--- src/rtl/mesiPkg.sv ---
`timescale 1ns/1ps
package mesiPkg;
  typedef enum logic [1:0] {ST_I = 2'd0, ST_S = 2'd1, ST_E = 2'd2, ST_M = 2'd3} lineState_t;
  typedef enum logic [1:0] {CMD_RD = 2'd0, CMD_RDX = 2'd1, CMD_UPG = 2'd2, CMD_WB = 2'd3} busCmd_t;

  // strobes from control to the tag/state array
  typedef struct packed {
    logic       cpuWrEn;
    lineState_t cpuWrState;
    logic       snpWrEn;
    lineState_t snpWrState;
  } arrStrobe_t;
endpackage

--- src/rtl/mesiTagArray.sv ---
`timescale 1ns/1ps
module mesiTagArray
  import mesiPkg::*;
#(
  parameter int ADDR_W = 16,
  parameter int LINES  = 4
) (
  input  logic              clk,
  input  logic              rstN,
  input  logic [ADDR_W-1:0] cpuAddr,
  input  logic [ADDR_W-1:0] snpAddr,
  input  arrStrobe_t        strobe,
  output lineState_t        cpuState,
  output logic              cpuTagHit,
  output logic [ADDR_W-1:0] victimAddr,
  output lineState_t        snpState,
  output logic              snpTagHit
);
  localparam int IDX_W = $clog2(LINES);
  localparam int TAG_W = ADDR_W - IDX_W;

  lineState_t       stArr  [LINES];
  logic [TAG_W-1:0] tagArr [LINES];

  logic [IDX_W-1:0] cpuIdx, snpIdx;
  logic [TAG_W-1:0] cpuTag, snpTag;

  assign cpuIdx = cpuAddr[IDX_W-1:0];
  assign cpuTag = cpuAddr[ADDR_W-1:IDX_W];
  assign snpIdx = snpAddr[IDX_W-1:0];
  assign snpTag = snpAddr[ADDR_W-1:IDX_W];

  // one state/tag register per line; the snoop port wins on a shared index
  for (genvar g = 0; g < LINES; g++) begin : gLine
    always_ff @(posedge clk) begin
      if (!rstN) begin
        stArr[g]  <= ST_I;
        tagArr[g] <= '0;
      end else if (strobe.snpWrEn && snpIdx == IDX_W'(g)) begin
        stArr[g]  <= strobe.snpWrState;
      end else if (strobe.cpuWrEn && cpuIdx == IDX_W'(g)) begin
        stArr[g]  <= strobe.cpuWrState;
        tagArr[g] <= cpuTag;
      end
    end
  end

  assign cpuState   = stArr[cpuIdx];
  assign cpuTagHit  = (tagArr[cpuIdx] == cpuTag);
  assign victimAddr = {tagArr[cpuIdx], cpuIdx};
  assign snpState   = stArr[snpIdx];
  assign snpTagHit  = (tagArr[snpIdx] == snpTag);
endmodule

--- src/rtl/mesiCtrl.sv ---
`timescale 1ns/1ps
module mesiCtrl
  import mesiPkg::*;
(
  input  logic       clk,
  input  logic       rstN,
  input  logic       cpuReq,
  input  logic       cpuWrite,
  input  logic       busGrant,
  input  logic       busSharedIn,
  input  logic       snpValid,
  input  logic [1:0] snpCmd,
  input  lineState_t cpuState,
  input  logic       cpuTagHit,
  input  lineState_t snpState,
  input  logic       snpTagHit,
  output arrStrobe_t strobe,
  output logic       cpuDone,
  output logic       cpuHit,
  output logic       busReq,
  output busCmd_t    busCmd,
  output logic       selVictim,
  output logic       snpShared,
  output logic       snpFlush
);
  typedef enum logic {PH_IDLE, PH_BUS} phase_t;
  phase_t phase, phaseNext;

  logic cpuValid, needWb, snpHold;

  assign cpuValid = cpuTagHit && (cpuState != ST_I);
  assign needWb   = !cpuValid && (cpuState == ST_M);
  assign snpHold  = snpValid && snpTagHit && (snpState != ST_I);

  // snoop responder
  always_comb begin
    snpShared         = 1'b0;
    snpFlush          = 1'b0;
    strobe.snpWrEn    = 1'b0;
    strobe.snpWrState = ST_I;
    if (snpHold) begin
      unique case (busCmd_t'(snpCmd))
        CMD_RD: begin
          snpShared = 1'b1;
          snpFlush  = (snpState == ST_M);
          if (snpState != ST_S) begin
            strobe.snpWrEn    = 1'b1;
            strobe.snpWrState = ST_S;
          end
        end
        CMD_RDX: begin
          snpFlush       = (snpState == ST_M);
          strobe.snpWrEn = 1'b1;
        end
        CMD_UPG: strobe.snpWrEn = 1'b1;
        CMD_WB:  ;
        default: ;
      endcase
    end
  end

  // processor side
  always_comb begin
    phaseNext         = phase;
    cpuDone           = 1'b0;
    cpuHit            = 1'b0;
    busReq            = 1'b0;
    busCmd            = CMD_RD;
    selVictim         = 1'b0;
    strobe.cpuWrEn    = 1'b0;
    strobe.cpuWrState = ST_I;
    unique case (phase)
      PH_IDLE: begin
        if (cpuReq && !snpValid) begin
          if (cpuValid && !cpuWrite) begin
            cpuDone = 1'b1;
            cpuHit  = 1'b1;
          end else if (cpuValid && cpuState == ST_M) begin
            cpuDone = 1'b1;
            cpuHit  = 1'b1;
          end else if (cpuValid && cpuState == ST_E) begin
            cpuDone           = 1'b1;
            cpuHit            = 1'b1;
            strobe.cpuWrEn    = 1'b1;
            strobe.cpuWrState = ST_M;
          end else begin
            phaseNext = PH_BUS;
          end
        end
      end
      PH_BUS: begin
        busReq    = 1'b1;
        selVictim = needWb;
        if (needWb)                    busCmd = CMD_WB;
        else if (cpuValid && cpuWrite) busCmd = CMD_UPG;
        else if (cpuWrite)             busCmd = CMD_RDX;
        else                           busCmd = CMD_RD;
        if (busGrant) begin
          strobe.cpuWrEn = 1'b1;
          if (needWb) begin
            strobe.cpuWrState = ST_I;
          end else begin
            strobe.cpuWrState = cpuWrite ? ST_M : (busSharedIn ? ST_S : ST_E);
            cpuDone   = 1'b1;
            cpuHit    = cpuValid;
            phaseNext = PH_IDLE;
          end
        end
      end
      default: phaseNext = PH_IDLE;
    endcase
  end

  always_ff @(posedge clk) begin
    if (!rstN) phase <= PH_IDLE;
    else       phase <= phaseNext;
  end
endmodule

--- src/rtl/mesiLineCtrl.sv ---
`timescale 1ns/1ps
module mesiLineCtrl
  import mesiPkg::*;
#(
  parameter int ADDR_W = 16,
  parameter int LINES  = 4
) (
  input  logic              clk,
  input  logic              rstN,
  input  logic              cpuReq,
  input  logic              cpuWrite,
  input  logic [ADDR_W-1:0] cpuAddr,
  output logic              cpuDone,
  output logic              cpuHit,
  output logic              busReq,
  output logic [1:0]        busCmd,
  output logic [ADDR_W-1:0] busAddr,
  input  logic              busGrant,
  input  logic              busSharedIn,
  input  logic              snpValid,
  input  logic [1:0]        snpCmd,
  input  logic [ADDR_W-1:0] snpAddr,
  output logic              snpShared,
  output logic              snpFlush
);
  arrStrobe_t        strobe;
  lineState_t        cpuState, snpState;
  logic              cpuTagHit, snpTagHit, selVictim;
  logic [ADDR_W-1:0] victimAddr;
  busCmd_t           cmdInt;

  mesiTagArray #(.ADDR_W(ADDR_W), .LINES(LINES)) uArr (
    .clk(clk), .rstN(rstN), .cpuAddr(cpuAddr), .snpAddr(snpAddr),
    .strobe(strobe), .cpuState(cpuState), .cpuTagHit(cpuTagHit),
    .victimAddr(victimAddr), .snpState(snpState), .snpTagHit(snpTagHit)
  );

  mesiCtrl uCtrl (
    .clk(clk), .rstN(rstN), .cpuReq(cpuReq), .cpuWrite(cpuWrite),
    .busGrant(busGrant), .busSharedIn(busSharedIn), .snpValid(snpValid),
    .snpCmd(snpCmd), .cpuState(cpuState), .cpuTagHit(cpuTagHit),
    .snpState(snpState), .snpTagHit(snpTagHit), .strobe(strobe),
    .cpuDone(cpuDone), .cpuHit(cpuHit), .busReq(busReq), .busCmd(cmdInt),
    .selVictim(selVictim), .snpShared(snpShared), .snpFlush(snpFlush)
  );

  assign busCmd  = cmdInt;
  assign busAddr = selVictim ? victimAddr : cpuAddr;
endmodule

--- config.mk ---
export PLATFORM = sky130hd
export DESIGN_NAME = mesiLineCtrl
export DESIGN_NICKNAME = d
export VERILOG_FILES = /design/src/rtl/mesiPkg.sv /design/src/rtl/mesiTagArray.sv /design/src/rtl/mesiCtrl.sv /design/src/rtl/mesiLineCtrl.sv
export SDC_FILE = /design/constraint.sdc
export NUM_CORES = 1
export LEC_CHECK = 0
export ABC_AREA = 1
export ABC_CLOCK_PERIOD_IN_PS = 3200
export BUFFER_PORTS_ARGS = -buffer_cell sky130_fd_sc_hd__buf_2
export CORE_AREA = 2 2 95 97
export CTS_CLUSTER_SIZE = 14
export DETAILED_ROUTE_END_ITERATION = 16
export DIE_AREA = 0 0 97 99
export PLACE_DENSITY = 0.75
export SYNTH_ARGS = -nofsm -noshare
export SYNTH_HDL_FRONTEND = slang
export SYNTH_SLANG_ARGS = --single-unit
export TNS_END_PERCENT = 30
--- constraint.sdc ---
create_clock -name clk -period 3.2 [get_ports clk]
set_clock_uncertainty 0.15 [all_clocks]
set_input_delay 0.16 -clock clk [delete_from_list [all_inputs] [get_ports clk]]
set_output_delay 0.16 -clock clk [all_outputs]
set_load 0.01 [all_outputs]
# Word-level counts from Yosys, hierarchy flattened
# Memories as Yosys holds them, arrays and structs flattened.
# Index checks and enable logic that the tools add are counted.
[word_totals] mem_count=2 ramBits=64 inputBits=41 out_inout_bits=23 reg_bits=1 word_cells=139
[op_classes] reduce_logical=27 eq_ne=14 bitwise_logic=13 n_mux=82
[memory_table] memory="uArr.tagArr" depth=4 word_bits=14 read_ports=2 rd_clocked_by_memory_dff=0 write_ports=4 line_no="mesiTagArray.sv:23" text="logic [TAG_W-1:0] tagArr [LINES];"
[memory_table] memory="uArr.stArr" depth=4 word_bits=2 read_ports=2 rd_clocked_by_memory_dff=0 write_ports=4 line_no="mesiTagArray.sv:22" text="lineState_t stArr [LINES];"
[ops] operator="14-bit two-way mux" n=4
[ops] operator="1-bit two-way mux" n=50
[ops] operator="2-bit two-way mux" n=15
[ops] operator="14-bit == test" n=2
[ops] operator="3-bit two-way mux" n=7
[ops] operator="1-bit logical AND" n=17
[ops] operator="2-bit == test, second input constant" n=8
[ops] operator="16-bit two-way mux" n=1
[ops] operator="1-bit OR" n=12
[ops] operator="1-bit one-hot mux with 2 select lines" n=4
[ops] operator="2-bit by 1-bit == test with 1-bit output, second input constant" n=3
[ops] operator="2-bit zero test" n=3
[ops] operator="3-bit one-hot mux with 2 select lines" n=1
[ops] operator="2-bit nonzero test" n=2
[ops] operator="2-bit OR reduction" n=2
[ops] operator="1-bit zero test" n=3
[ops] operator="2-bit by 1-bit inequality test with 1-bit output, second input constant" n=1
[ops] operator="1-bit inverter" n=1

# Longest topological paths before layout
# Gate-level depths: netlist of the first run.
# An unclocked memory read counts as a cell.
[logic_depth] depth_word=15 mapped_depth=19 mapped_depth_nobuf=16

# Cells and area by module
# From an unflattened synthesis of the first run, not the netlist that was laid out.
[hier_totals] cells_unflattened=699 area_unflattened_um2=4713.3
[modules_own_cells] mod="mesiTagArray" cells_each=584 area_each_um2=4151.5 seq_area_each_um2=1921.8 n_inst=1
[modules_own_cells] mod="mesiCtrl" cells_each=63 area_each_um2=317.8 seq_area_each_um2=20.0 n_inst=1
[modules_own_cells] mod="mesiLineCtrl" cells_each=52 area_each_um2=244.0 seq_area_each_um2=0.0 n_inst=1

# Worst setup path after synthesis of the first run
# Ideal clock, no wire load.
[synth_path] path_type="input to register" start="input cpuAddr[1]" end="memory uArr.tagArr[0][0] (netlist name), enable pin" cell_stages=16 path_slack_ps=744 required_time_ps=2689 n_path_buf=3 arrival_time_ps=1945 setup_ps=361 path_cell_list="buf_2 -> inv_2 -> buf_2 -> nand2_1 -> nand3_1 -> nand2_1 -> nor2_1 -> nand2_1 -> nor2_2 -> nand3_2 -> nor2_1 -> nand2_1 -> nand2_2 -> buf_6 -> nand2_1 -> nand2_1"
[synth_rtl] element="from (decl)" line_no="mesiLineCtrl.sv:12" text="input logic [ADDR_W-1:0] cpuAddr,"
[synth_rtl] element="to (decl)" line_no="mesiTagArray.sv:23"

==> metrics.log, run 1 <==
[metrics] Seq cells post-synth: 65
[metrics] Std-Cell Rows: 34
[metrics] overall routed net length: 13400 um
[metrics] Die Area: 9600 um2
[metrics] share of synthesized flip-flops with an asynchronous set or reset: 0
[metrics] launch instance of the worst register-to-register path: uArr.tagArr[3][8]$_SDFFCE_PN0P_
[metrics] cells taking the most area after synthesis: sky130_fd_sc_hd__edfxtp_1 (42%), sky130_fd_sc_hd__nand2_1 (23%), sky130_fd_sc_hd__nor2_1 (10%), sky130_fd_sc_hd__inv_1 (5.0%), sky130_fd_sc_hd__nand3_1 (4.3%)
[metrics] reg2reg end: uArr.tagArr[0][12]$_SDFFCE_PN0P_
[metrics] final standard cell count with taps included and fillers excluded: 852
[metrics] number of buffers inserted by hold repair at cts: 0
[metrics] clock period minus final worst setup slack: 2.93 ns
[metrics] Worst R2R Setup Slack: 0.38 ns
[metrics] Logic pwr share: 0.174
[metrics] Final nets: 783
[metrics] top flip-flop cell by instance count after synthesis: sky130_fd_sc_hd__edfxtp_1
[metrics] # placed instances: 834
[metrics] Routability Congestion: 0.957
[metrics] slew at the pin closest to its max-slew limit: 0.573 ns
[metrics] number of max-cap violations: 0
[metrics] nature of the critical path endpoint: flop
[metrics] overall power: 0.00216 W
[metrics] count of final max-slew check failures: 0
[metrics] total global routing overflow: 0
[metrics] proportion of layout cells with a drive suffix above 1: 0.147
[metrics] maximum vdd drop: 304 uV
[metrics] initial antenna violation count: 0
[metrics] Worst Path Arrival: 2.89 ns
[metrics] setup slack after layout: 0.269 ns
[metrics] number of enable-type register cells in the synthesized netlist: 64
[metrics] clock latency on the worst-skew pair: 0.35 ns
[metrics] crit path kind: in2reg
[metrics] instance count of the mapped netlist: 678
[metrics] H-tree levels: 3
[metrics] # setup viols final: 0
[metrics] pin count of the biggest net entering global routing: 26
[metrics] count of port buffers added during placement: 63
[metrics] clk root buf: sky130_fd_sc_hd__clkbuf_8
[metrics] Net Count, Synth: 722
[metrics] global-route wire length before repair: 21700 um
[metrics] mapped cell area: 4580 um2
[metrics] number of global-route vias before repair: 4380
[metrics] share of total power in sequential cells: 0.458
[metrics] CTS clk-pin slew, worst paths: 0.07 ns
[metrics] clock network power share: 0.368
[metrics] top cell types by occurrence after synthesis: sky130_fd_sc_hd__nand2_1 (276), sky130_fd_sc_hd__nor2_1 (126), sky130_fd_sc_hd__edfxtp_1 (64), sky130_fd_sc_hd__inv_1 (61), sky130_fd_sc_hd__nand3_1 (39)
[metrics] Post-Place Setup Slack: -0.106 ns
[metrics] Boundary Pins: 64
[metrics] start point of the worst min-delay path: snpValid
[metrics] post-DR vias/cell: 5.51
[metrics] Die X-Extent: 97 um
[metrics] area of the core region: 8550 um2
[metrics] total count of hold-check failures in the final report: 0
[metrics] count of yosys warnings during synthesis: 0
[metrics] total track usage: 0.289
[metrics] maximum root-to-sink buffer count: 2
[metrics] Die Height: 99 um
[metrics] portion of the clock cycle consumed by the worst path in the final layout: 0.916
[metrics] number of routed nets with antenna violations: 0
[metrics] number of buffers created by CTS: 9
[metrics] top achievable clock speed: 341 MHz
[metrics] PD cells: 412 nW/um2
[metrics] relative slew slack: 0.617
[metrics] area growth from synthesis to final layout: 14.1%
[metrics] cell depth of the worst min-delay path: 4
[metrics] launching element type of the critical path: input port
[metrics] number of distinct library cells after synthesis: 29
[metrics] total via count in the routed design: 4696
[metrics] endpoint with the worst hold slack: uCtrl.phase$_SDFF_PN0_
[metrics] post-route cell area: 5230 um2
[metrics] post-synthesis cell type with the largest combined area: sky130_fd_sc_hd__edfxtp_1
[metrics] share of the synthesized area in the top cell type: 0.420
[metrics] Mean Syn Cell Area: 6.76 um2
[metrics] switching power summed over all nets: 0.000627 W
[metrics] worst reg-to-reg path cell count: 15
[metrics] antenna fix cells: 0
[metrics] Initial DRT Pass Iterations: 5
[metrics] clock sink count: 65
[metrics] TritonCTS clock tree: yes
[metrics] cell-internal power: 0.00153 W
[metrics] required time of the critical path: 3.16 ns
[metrics] remaining routing DRC violations: 0
[metrics] Min-Delay Path Class: in2reg
[metrics] post-synthesis sequential area ratio: 0.424
[metrics] most common cell in the synthesized netlist: sky130_fd_sc_hd__nand2_1
[metrics] run status: completed
[metrics] static power due to leakage: 2.66 nW
[metrics] number of DRC violations after detailed-routing iteration 0: 543
[metrics] HPWL after detailed placement: 9900 um
[metrics] total placed instance area: 4980 um2
[metrics] critical path peak fanout: 18
[metrics] WL/cell: 15.7 um
[metrics] switching power share of the total: 0.291
[metrics] setup TNS: 0 ns
[metrics] Initial Util: 0.536
-- registers in the layout, indices dropped and copies added (netlist names) --
| name | count |
|---|---|
| uArr.tagArr | 56 |
| uArr.stArr | 8 |
| uCtrl.phase | 1 |
-- kinds of logic (layout without fill, tap and decap cells) --
kind of cell             count (synthesis)  after routing  share of synthesized area
AND/OR/NAND/NOR                        467            467                      0.418
buffers and inverters                   93            159                     0.0937
flip-flops                              65             65                      0.424
AO/OA/AOI/OAI                           50             50                     0.0563
adder cells (fa/ha/maj)                  3              3                    0.00820
-- layer usage --
metal,routed length (um),GRT usage
met5,0,0
met4,459,0.119
met3,1280,0.0433
met2,6190,0.465
met1,5430,0.396
-- placed cells by master (no fill, tap or decap), drive strengths merged --
| master | Yosys | layout |
|---|---|---|
| nand2 | 277 | 277 |
| dfxtp | 1 | 1 |
| a21oi | 24 | 24 |
| clkinv | 0 | 2 |
| buf | 27 | 79 |
| nor2 | 129 | 129 |
| bufinv | 0 | 2 |
| nor3 | 1 | 1 |
| clkbuf | 2 | 9 |
| nand4 | 7 | 7 |
| clkinvlp | 0 | 3 |
| o21ai | 23 | 23 |
| a211oi | 1 | 1 |
| edfxtp | 64 | 64 |
| nor3b | 1 | 1 |
| o211ai | 1 | 1 |
| nor4 | 1 | 1 |
| o31ai | 1 | 1 |
| ha | 3 | 3 |
| inv | 64 | 64 |
| nand3 | 44 | 44 |
| nand3b | 7 | 7 |
-- worst max path at each step --
stage / startpoint / to / slack (ns) / cells past startpoint
final: snpAddr[0] / uArr.tagArr[0][12]$_SDFFCE_PN0P_ / 0.27 / 17
after global routing: snpAddr[0] / uArr.stArr[1][1]$_SDFFCE_PN0P_ / -0.0006 / 16
after CTS: snpAddr[0] / uArr.tagArr[3][6]$_SDFFCE_PN0P_ / 0.26 / 17
after detailed placement: snpAddr[0] / uArr.tagArr[3][5]$_SDFFCE_PN0P_ / -0.11 / 17
after global placement: snpAddr[0] / uArr.tagArr[3][6]$_SDFFCE_PN0P_ / -0.12 / 16
after floorplan: cpuAddr[1] / uArr.tagArr[0][0]$_SDFFCE_PN0P_ / 0.74 / 16
-- cell type report --
class | count | area (um2)
clock buffer | 9 | 124
inverter | 64 | 244
timing repair buffer | 79 | 473
sequential | 65 | 1940
clock inverter | 7 | 93.8
tap | 108 | 135
multi-input combinational | 520 | 2220
fill | 798 | 3320
-- per-stage QoR --
step                utilization  hold slack (ns)
finish                    0.612           0.0407
detailed placement        0.583            0.398
floorplan                     -            0.220
global route              0.612           0.0679
CTS                       0.608           0.0263
global placement          0.583            0.395
-- critical path: stages --
cell and delay (ns):
sky130_fd_sc_hd__buf_2 0.37, sky130_fd_sc_hd__nand2_2 0.32, sky130_fd_sc_hd__inv_1 0.19, sky130_fd_sc_hd__nand2_1 0.07, sky130_fd_sc_hd__nand2_1 0.07, sky130_fd_sc_hd__nor2_1 0.06
sky130_fd_sc_hd__nand2_1 0.13, sky130_fd_sc_hd__nand2_1 0.06, sky130_fd_sc_hd__nor2_1 0.10, sky130_fd_sc_hd__nand2_1 0.06, sky130_fd_sc_hd__nor2_1 0.27, sky130_fd_sc_hd__nand3_1 0.23
sky130_fd_sc_hd__nor2_1 0.25, sky130_fd_sc_hd__nor2_1 0.14, sky130_fd_sc_hd__nand2_1 0.11, sky130_fd_sc_hd__nand2_1 0.09, sky130_fd_sc_hd__buf_12 0.19
-- power by group through the flow --
| stage | sequential [W] | clock [W] | combinational, W |
|---|---|---|---|
| floorplan | 0.00100 | 0 | 0.000240 |
| global placement | 0.00101 | 0 | 0.000357 |
| detailed placement | 0.00101 | 0 | 0.000364 |
| CTS | 0.000988 | 0.000794 | 0.000366 |
| global route | 0.000993 | 0.000837 | 0.000416 |
| finish | 0.000988 | 0.000793 | 0.000375 |
-- what timing repair did --
item / 4_1_cts / 5_1_grt
setup buffers: 0 / 2
setup endpoints to repair: 0 / 91
gates resized for setup: 0 / 3
No activity file was read; power rests on OpenSTA's default activity.
==> run 2, diff against run 1 <==
Settings changed: CORE_AREA 2 2 95 97 to 2 2 103 105, DIE_AREA 0 0 97 99 to 0 0 105 107, PLACE_DENSITY 0.75 to 0.65.
==> run 2 against run 1 <==
Effect of this change: via count decreased by 2.4%; critical path depth decreased by 2; sequential share of layout area decreased by 0.29 points; combinational power about the same; count of clock-buffer cells in the layout unchanged; largest power group unchanged.
==> metrics.log, run 2 (synthesis gave the netlist of run 1 again) <==
[metrics] run status: completed
[metrics] CTS clk-pin slew, worst paths: 0.08 ns
[metrics] WL/cell: 15.2 um
[metrics] total count of hold-check failures in the final report: 0
[metrics] area of the core region: 10100 um2
[metrics] Die Area: 11200 um2
[metrics] count of port buffers added during placement: 63
[metrics] setup repair after global routing missed its margin: false
[metrics] share of total power in sequential cells: 0.461
[metrics] reg2reg end: uArr.tagArr[0][5]$_SDFFCE_PN0P_
[metrics] nature of the critical path endpoint: output pin
[metrics] clock period minus final worst setup slack: 2.87 ns
[metrics] setup slack after layout: 0.328 ns
[metrics] total track usage: 0.247
[metrics] most common cell after layout, fill and taps aside: sky130_fd_sc_hd__nand2_1
[metrics] maximum vdd drop: 279 uV
[metrics] remaining routing DRC violations: 0
[metrics] largest registers: uArr.tagArr (56), uArr.stArr (8), uCtrl.phase (1)
[metrics] critical path peak fanout: 24
[metrics] required time of the critical path: 2.89 ns
[metrics] relative slew slack: 0.577
[metrics] top achievable clock speed: 348 MHz
[metrics] Post-Place Setup Slack: -0.176 ns
[metrics] clock network power share: 0.363
[metrics] PD cells: 406 nW/um2
[metrics] Logic pwr share: 0.176
[metrics] slew at the pin closest to its max-slew limit: 0.633 ns
[metrics] Std-Cell Rows: 37
[metrics] HPWL after detailed placement: 9900 um
[metrics] crit path kind: reg2out
[metrics] TritonCTS clock tree: yes
[metrics] launch instance of the worst register-to-register path: uArr.tagArr[3][2]$_SDFFCE_PN0P_
[metrics] number of buffers created by CTS: 9
[metrics] Worst Path Arrival: 2.56 ns
[metrics] worst reg-to-reg path cell count: 15
[metrics] Critical path origin: uArr.tagArr[0][4]$_SDFFCE_PN0P_
[metrics] Worst R2R Setup Slack: 0.35 ns
[metrics] post-DR vias/cell: 5.20
[metrics] number of max-cap violations: 0
[metrics] number of DRC violations after detailed-routing iteration 0: 380
[metrics] total via count in the routed design: 4583
[metrics] launching element type of the critical path: flop
[metrics] crit path capture: busAddr[9]
[metrics] top library cells by usage in the layout, fill and taps aside: sky130_fd_sc_hd__nand2_1 (275), sky130_fd_sc_hd__nor2_1 (126), sky130_fd_sc_hd__edfxtp_1 (64)
[metrics] overall routed net length: 13400 um
[metrics] switching power share of the total: 0.285
[metrics] clk root buf: sky130_fd_sc_hd__clkbuf_8
[metrics] proportion of layout cells with a drive suffix above 1: 0.144
[metrics] antenna fix cells: 0
[metrics] Boundary Pins: 64
[metrics] overall power: 0.00214 W
[metrics] pin count of the biggest net entering global routing: 25
[metrics] total global routing overflow: 0
[metrics] Routability Congestion: 0.912
[metrics] static power due to leakage: 2.67 nW
[metrics] global-route wire length before repair: 21400 um
[metrics] Final nets: 784
[metrics] Die X-Extent: 105 um
[metrics] clock sink count: 65
[metrics] # setup viols final: 0
[metrics] switching power summed over all nets: 0.000610 W
[metrics] clock latency on the worst-skew pair: 0.35 ns
[metrics] area growth from synthesis to final layout: 15.1%
[metrics] Initial Util: 0.454
[metrics] cell-internal power: 0.00153 W
[metrics] portion of the clock cycle consumed by the worst path in the final layout: 0.898
[metrics] largest register by flop count: uArr.tagArr
[metrics] number of buffers inserted by hold repair at cts: 0
[metrics] count of final max-slew check failures: 0
[metrics] max reg flops: 56
[metrics] number of routed nets with antenna violations: 0
[metrics] number of global-route vias before repair: 4226
[metrics] maximum root-to-sink buffer count: 2
[metrics] Min-Delay Path Class: in2reg
[metrics] Initial DRT Pass Iterations: 5
[metrics] H-tree levels: 3
[metrics] Die Height: 107 um
[metrics] initial antenna violation count: 0
run 2: cell count changes in the layout (fill, tap and decap cells not counted), sizes merged:
cell / before / now
clkinvlp: 3 / 0
clkinv: 2 / 4
buf: 79 / 80
inv: 64 / 65
run 2: worst max-delay path, stage by stage (launching register included):
cell and delay, ns:
sky130_fd_sc_hd__edfxtp_1 0.42, sky130_fd_sc_hd__nand2_1 0.09, sky130_fd_sc_hd__nand2_1 0.06, sky130_fd_sc_hd__nand2_1 0.08
sky130_fd_sc_hd__nand2_1 0.08, sky130_fd_sc_hd__nand2_1 0.06, sky130_fd_sc_hd__nand2_1 0.04, sky130_fd_sc_hd__nor2_1 0.23
sky130_fd_sc_hd__nand2_1 0.13, sky130_fd_sc_hd__nor2_4 0.13, sky130_fd_sc_hd__nand2_1 0.09, sky130_fd_sc_hd__nand3_1 0.10
sky130_fd_sc_hd__buf_4 0.29, sky130_fd_sc_hd__nor2_1 0.10, sky130_fd_sc_hd__a21oi_1 0.15, sky130_fd_sc_hd__buf_2 0.15
run 2: worst min-delay path by stage:
stage | startpoint | endpoint | slack, ns | cells past startpoint
2_1_floorplan | snpValid | uCtrl.phase$_SDFF_PN0_ | 0.22 | 3
3_3_place_gp | cpuAddr[6] | uArr.tagArr[1][4]$_SDFFCE_PN0P_ | 0.40 | 3
3_5_place_dp | snpValid | uCtrl.phase$_SDFF_PN0_ | 0.39 | 4
4_1_cts | snpValid | uCtrl.phase$_SDFF_PN0_ | 0.03 | 4
5_1_grt | snpValid | uCtrl.phase$_SDFF_PN0_ | 0.05 | 4
6_report | snpValid | uCtrl.phase$_SDFF_PN0_ | 0.03 | 4
run 2: area by class of cell:
cell class | count | area, um2
clock inverter | 7 | 93.8
sequential | 65 | 1940
fill | 1032 | 4820
inverter | 64 | 243
tap | 136 | 170
timing repair buffer | 80 | 480
multi-input combinational | 520 | 2220
clock buffer | 9 | 124
run 2: timing repair:
action | CTS | global route
setup buffers | 0 | 1
setup endpoints to repair | 0 | 121
resized for setup | 0 | 4
run 2: power groups by stage:
| stage | Clock, W | Sequential [W] | Combinational, W |
|---|---|---|---|
| after CTS | 0.000783 | 0.000986 | 0.000371 |
| after floorplan | 0 | 0.00100 | 0.000240 |
| final | 0.000778 | 0.000987 | 0.000378 |
| after global placement | 0 | 0.00100 | 0.000364 |
| after global routing | 0.000822 | 0.000991 | 0.000421 |
| after detailed placement | 0 | 0.00101 | 0.000369 |
run 2: metrics by stage:
| stage | utilization | area, um2 | std cells | TNS, ns | hold slack [ns] |
|---|---|---|---|---|---|
| 2_1_floorplan | - | 4580 | 678 | 0 | 0.220 |
| 3_3_place_gp | 0.498 | 5020 | 864 | -9.07 | 0.399 |
| 3_5_place_dp | 0.498 | 5020 | 864 | -10.45 | 0.392 |
| 4_1_cts | 0.519 | 5240 | 880 | 0 | 0.0322 |
| 5_1_grt | 0.522 | 5270 | 881 | 0 | 0.0535 |
| 6_report | 0.522 | 5270 | 881 | 0 | 0.0339 |
run 2: per-layer routing:
layer  track usage  share of wire
met1         0.340           0.44
met2         0.389           0.44
met3        0.0328          0.083
met4         0.111          0.033
met5             0              0
==> run 3, diff against run 2 <==
Settings changed: ABC_CLOCK_PERIOD_IN_PS 3200 to 2440, PLACE_DENSITY 0.65 to 0.68.
Clock period 3.2 ns to 2.44 ns, I/O delays scaled along.
==> run 3 against run 2 <==
Effect of this change: the flow now finishes with violations (setup timing); combinational power is 82% higher; cell count is 9.8% higher; sequential share of layout area is 6.8 points lower; largest cell class unchanged; global-route usage is 3.3 points higher.
==> metrics.log, run 3 (synthesis gave the netlist of run 1 again) <==
[metrics] Routability Congestion: 0.995
[metrics] post-DR vias/cell: 5.45
[metrics] count of final max-slew check failures: 0
[metrics] Die Height: 107 um
[metrics] HPWL after detailed placement: 10900 um
[metrics] total global routing overflow: 0
[metrics] total via count in the routed design: 5267
[metrics] switching power share of the total: 0.298
[metrics] relative slew slack: 0.503
[metrics] Final nets: 871
[metrics] Die X-Extent: 105 um
[metrics] cell-internal power: 0.00211 W
[metrics] WL/cell: 17.3 um
[metrics] max reg flops: 56
[metrics] H-tree levels: 3
[metrics] share of total power in sequential cells: 0.433
[metrics] proportion of layout cells with a drive suffix above 1: 0.332
[metrics] violated checks: setup timing
[metrics] static power due to leakage: 3.19 nW
[metrics] utilization after layout: 0.641
[metrics] switching power summed over all nets: 0.000896 W
[metrics] crit path kind: reg2out
[metrics] most common cell after layout, fill and taps aside: sky130_fd_sc_hd__nand2_1
[metrics] total count of hold-check failures in the final report: 0
[metrics] launching element type of the critical path: flop
[metrics] number of routed nets with antenna violations: 0
[metrics] # setup viols final: 148
[metrics] clock latency on the worst-skew pair: 0.35 ns
[metrics] Initial DRT Pass Iterations: 7
[metrics] overall routed net length: 16800 um
[metrics] clock network power share: 0.338
[metrics] number of buffers created by CTS: 9
[metrics] Initial Util: 0.454
[metrics] run status: finished with violations
[metrics] Boundary Pins: 64
[metrics] number of global-route vias before repair: 4779
[metrics] pin count of the biggest net entering global routing: 22
[metrics] clock sink count: 65
[metrics] PD cells: 465 nW/um2
[metrics] TritonCTS clock tree: yes
[metrics] Min-Delay Path Class: in2reg
[metrics] antenna fix cells: 0
[metrics] number of DRC violations after detailed-routing iteration 0: 635
[metrics] Worst R2R Setup Slack: -0.28 ns
[metrics] initial antenna violation count: 0
[metrics] remaining routing DRC violations: 0
[metrics] slew at the pin closest to its max-slew limit: 0.745 ns
[metrics] Die Area: 11200 um2
[metrics] critical path peak fanout: 4
[metrics] clock period minus final worst setup slack: 2.79 ns
[metrics] portion of the clock cycle consumed by the worst path in the final layout: 1.14
[metrics] count of port buffers added during placement: 63
[metrics] largest register by flop count: uArr.tagArr
[metrics] Std-Cell Rows: 37
[metrics] Logic pwr share: 0.229
[metrics] multi-input combinational cell area: 2630 um2
[metrics] area growth from synthesis to final layout: 41.2%
[metrics] overall power: 0.00301 W
[metrics] largest registers: uArr.tagArr (56), uArr.stArr (8), uCtrl.phase (1)
[metrics] maximum vdd drop: 312 uV
[metrics] area used by sequential logic in the layout: 1940 um2
[metrics] top achievable clock speed: 358 MHz
[metrics] clk root buf: sky130_fd_sc_hd__clkbuf_8
[metrics] Worst Path Arrival: 2.52 ns
[metrics] setup repair after global routing missed its margin: true
[metrics] global-route wire length before repair: 24100 um
[metrics] CTS clk-pin slew, worst paths: 0.08 ns
[metrics] total track usage: 0.280
[metrics] top library cells by usage in the layout, fill and taps aside: sky130_fd_sc_hd__nand2_1 (251), sky130_fd_sc_hd__nor2_1 (85), sky130_fd_sc_hd__buf_4 (76)
[metrics] nature of the critical path endpoint: output pin
[metrics] area of the core region: 10100 um2
[metrics] required time of the critical path: 2.17 ns
[metrics] number of max-cap violations: 0
[metrics] setup slack after layout: -0.351 ns
[metrics] fill count: 866
[metrics] maximum root-to-sink buffer count: 2
==> run 3: cell count changes in the layout (fill, tap and decap cells not counted), moves of 4 or more <==
| cell | delta |
|---|---|
| sky130_fd_sc_hd__nand3_1 | -4 |
| sky130_fd_sc_hd__buf_4 | +62 |
| sky130_fd_sc_hd__nor2_4 | +17 |
| sky130_fd_sc_hd__nand2_2 | +16 |
| sky130_fd_sc_hd__nand3_4 | +5 |
| sky130_fd_sc_hd__nand2_4 | +8 |
| sky130_fd_sc_hd__nor2_2 | +24 |
| sky130_fd_sc_hd__buf_6 | +11 |
| sky130_fd_sc_hd__nor2_1 | -41 |
| sky130_fd_sc_hd__buf_8 | +5 |
| sky130_fd_sc_hd__a21oi_2 | +11 |
| sky130_fd_sc_hd__nand2_1 | -24 |
| sky130_fd_sc_hd__a21oi_1 | -11 |
==> run 3: what timing repair did <==
action / CTS / global route
hold endpoints to repair: 1 / 0
endpoints found under the setup margin: 147 / 148
resized for setup: 57 / 90
buffers inserted: 14 / 8
pin swaps: 6 / 20
hold buffers: 2 / 0
gates cloned: 2 / 3
==> run 3: layout make-up <==
cell class | count | area share
repair buffers | 165 | 0.198
multi-input cells | 522 | 0.407
clock inverters | 6 | 0.0130
clock buffers | 9 | 0.0192
flip-flops and latches | 65 | 0.300
well taps | 136 | 0.0263
inverters | 64 | 0.0371
==> run 3: worst max-delay path, cell delays in order, from the launching register on <==
cell and delay [ns]:
sky130_fd_sc_hd__edfxtp_1 0.38, sky130_fd_sc_hd__inv_2 0.10, sky130_fd_sc_hd__nor2_2 0.05, sky130_fd_sc_hd__nor2_2 0.16, sky130_fd_sc_hd__nand2_2 0.09, sky130_fd_sc_hd__nand2_1 0.06, sky130_fd_sc_hd__nand2_1 0.07, sky130_fd_sc_hd__nor2_1 0.12
sky130_fd_sc_hd__nand2_2 0.11, sky130_fd_sc_hd__nor2_4 0.20, sky130_fd_sc_hd__nand4_1 0.19, sky130_fd_sc_hd__buf_4 0.18, sky130_fd_sc_hd__nand2_2 0.05, sky130_fd_sc_hd__nand3_2 0.08, sky130_fd_sc_hd__o21ai_1 0.14, sky130_fd_sc_hd__buf_2 0.17
==> run 3: final timing paths <==
path | cells past startpoint | to | from
hold / removal | 3 | uArr.tagArr[3][3]$_SDFFCE_PN0P_ | cpuAddr[5]
setup / recovery | 15 | cpuHit | uArr.tagArr[2][7]$_SDFFCE_PN0P_
hold reg to reg | 2 | uCtrl.phase$_SDFF_PN0_ | uCtrl.phase$_SDFF_PN0_
setup reg to reg | 17 | uArr.tagArr[3][4]$_SDFFCE_PN0P_ | uArr.tagArr[2][7]$_SDFFCE_PN0P_
==> run 3: metrics by stage <==
stage	setup slack, ns	area (um2)	std cells	TNS (ns)	hold slack [ns]
floorplan	0.0224	4580	678	0	0.182
detailed placement	-0.356	5500	924	-30.52	0.361
CTS	-0.164	6050	957	-6.52	0.0243
finish	-0.351	6470	967	-29.59	0.0338
global route	-0.405	6470	967	-40.07	0.0475
global placement	-0.320	5500	924	-25.11	0.329
==> run 3: power groups by stage <==
stage               Sequential (W)  Combinational (W)  Clock [W]
CTS                        0.00130           0.000609    0.00101
global route               0.00130           0.000743    0.00105
detailed placement         0.00132           0.000549          0
global placement           0.00132           0.000542          0
floorplan                  0.00131           0.000314          0
finish                     0.00130           0.000689    0.00102
==> run 3: metal layers <==
metal  GRT usage  up-vias  share of wire
met5           0        -              0
met4       0.130        0          0.040
met3      0.0553       64           0.11
met2       0.458      344           0.46
met1       0.359     2414           0.39
li1            -     2445              -
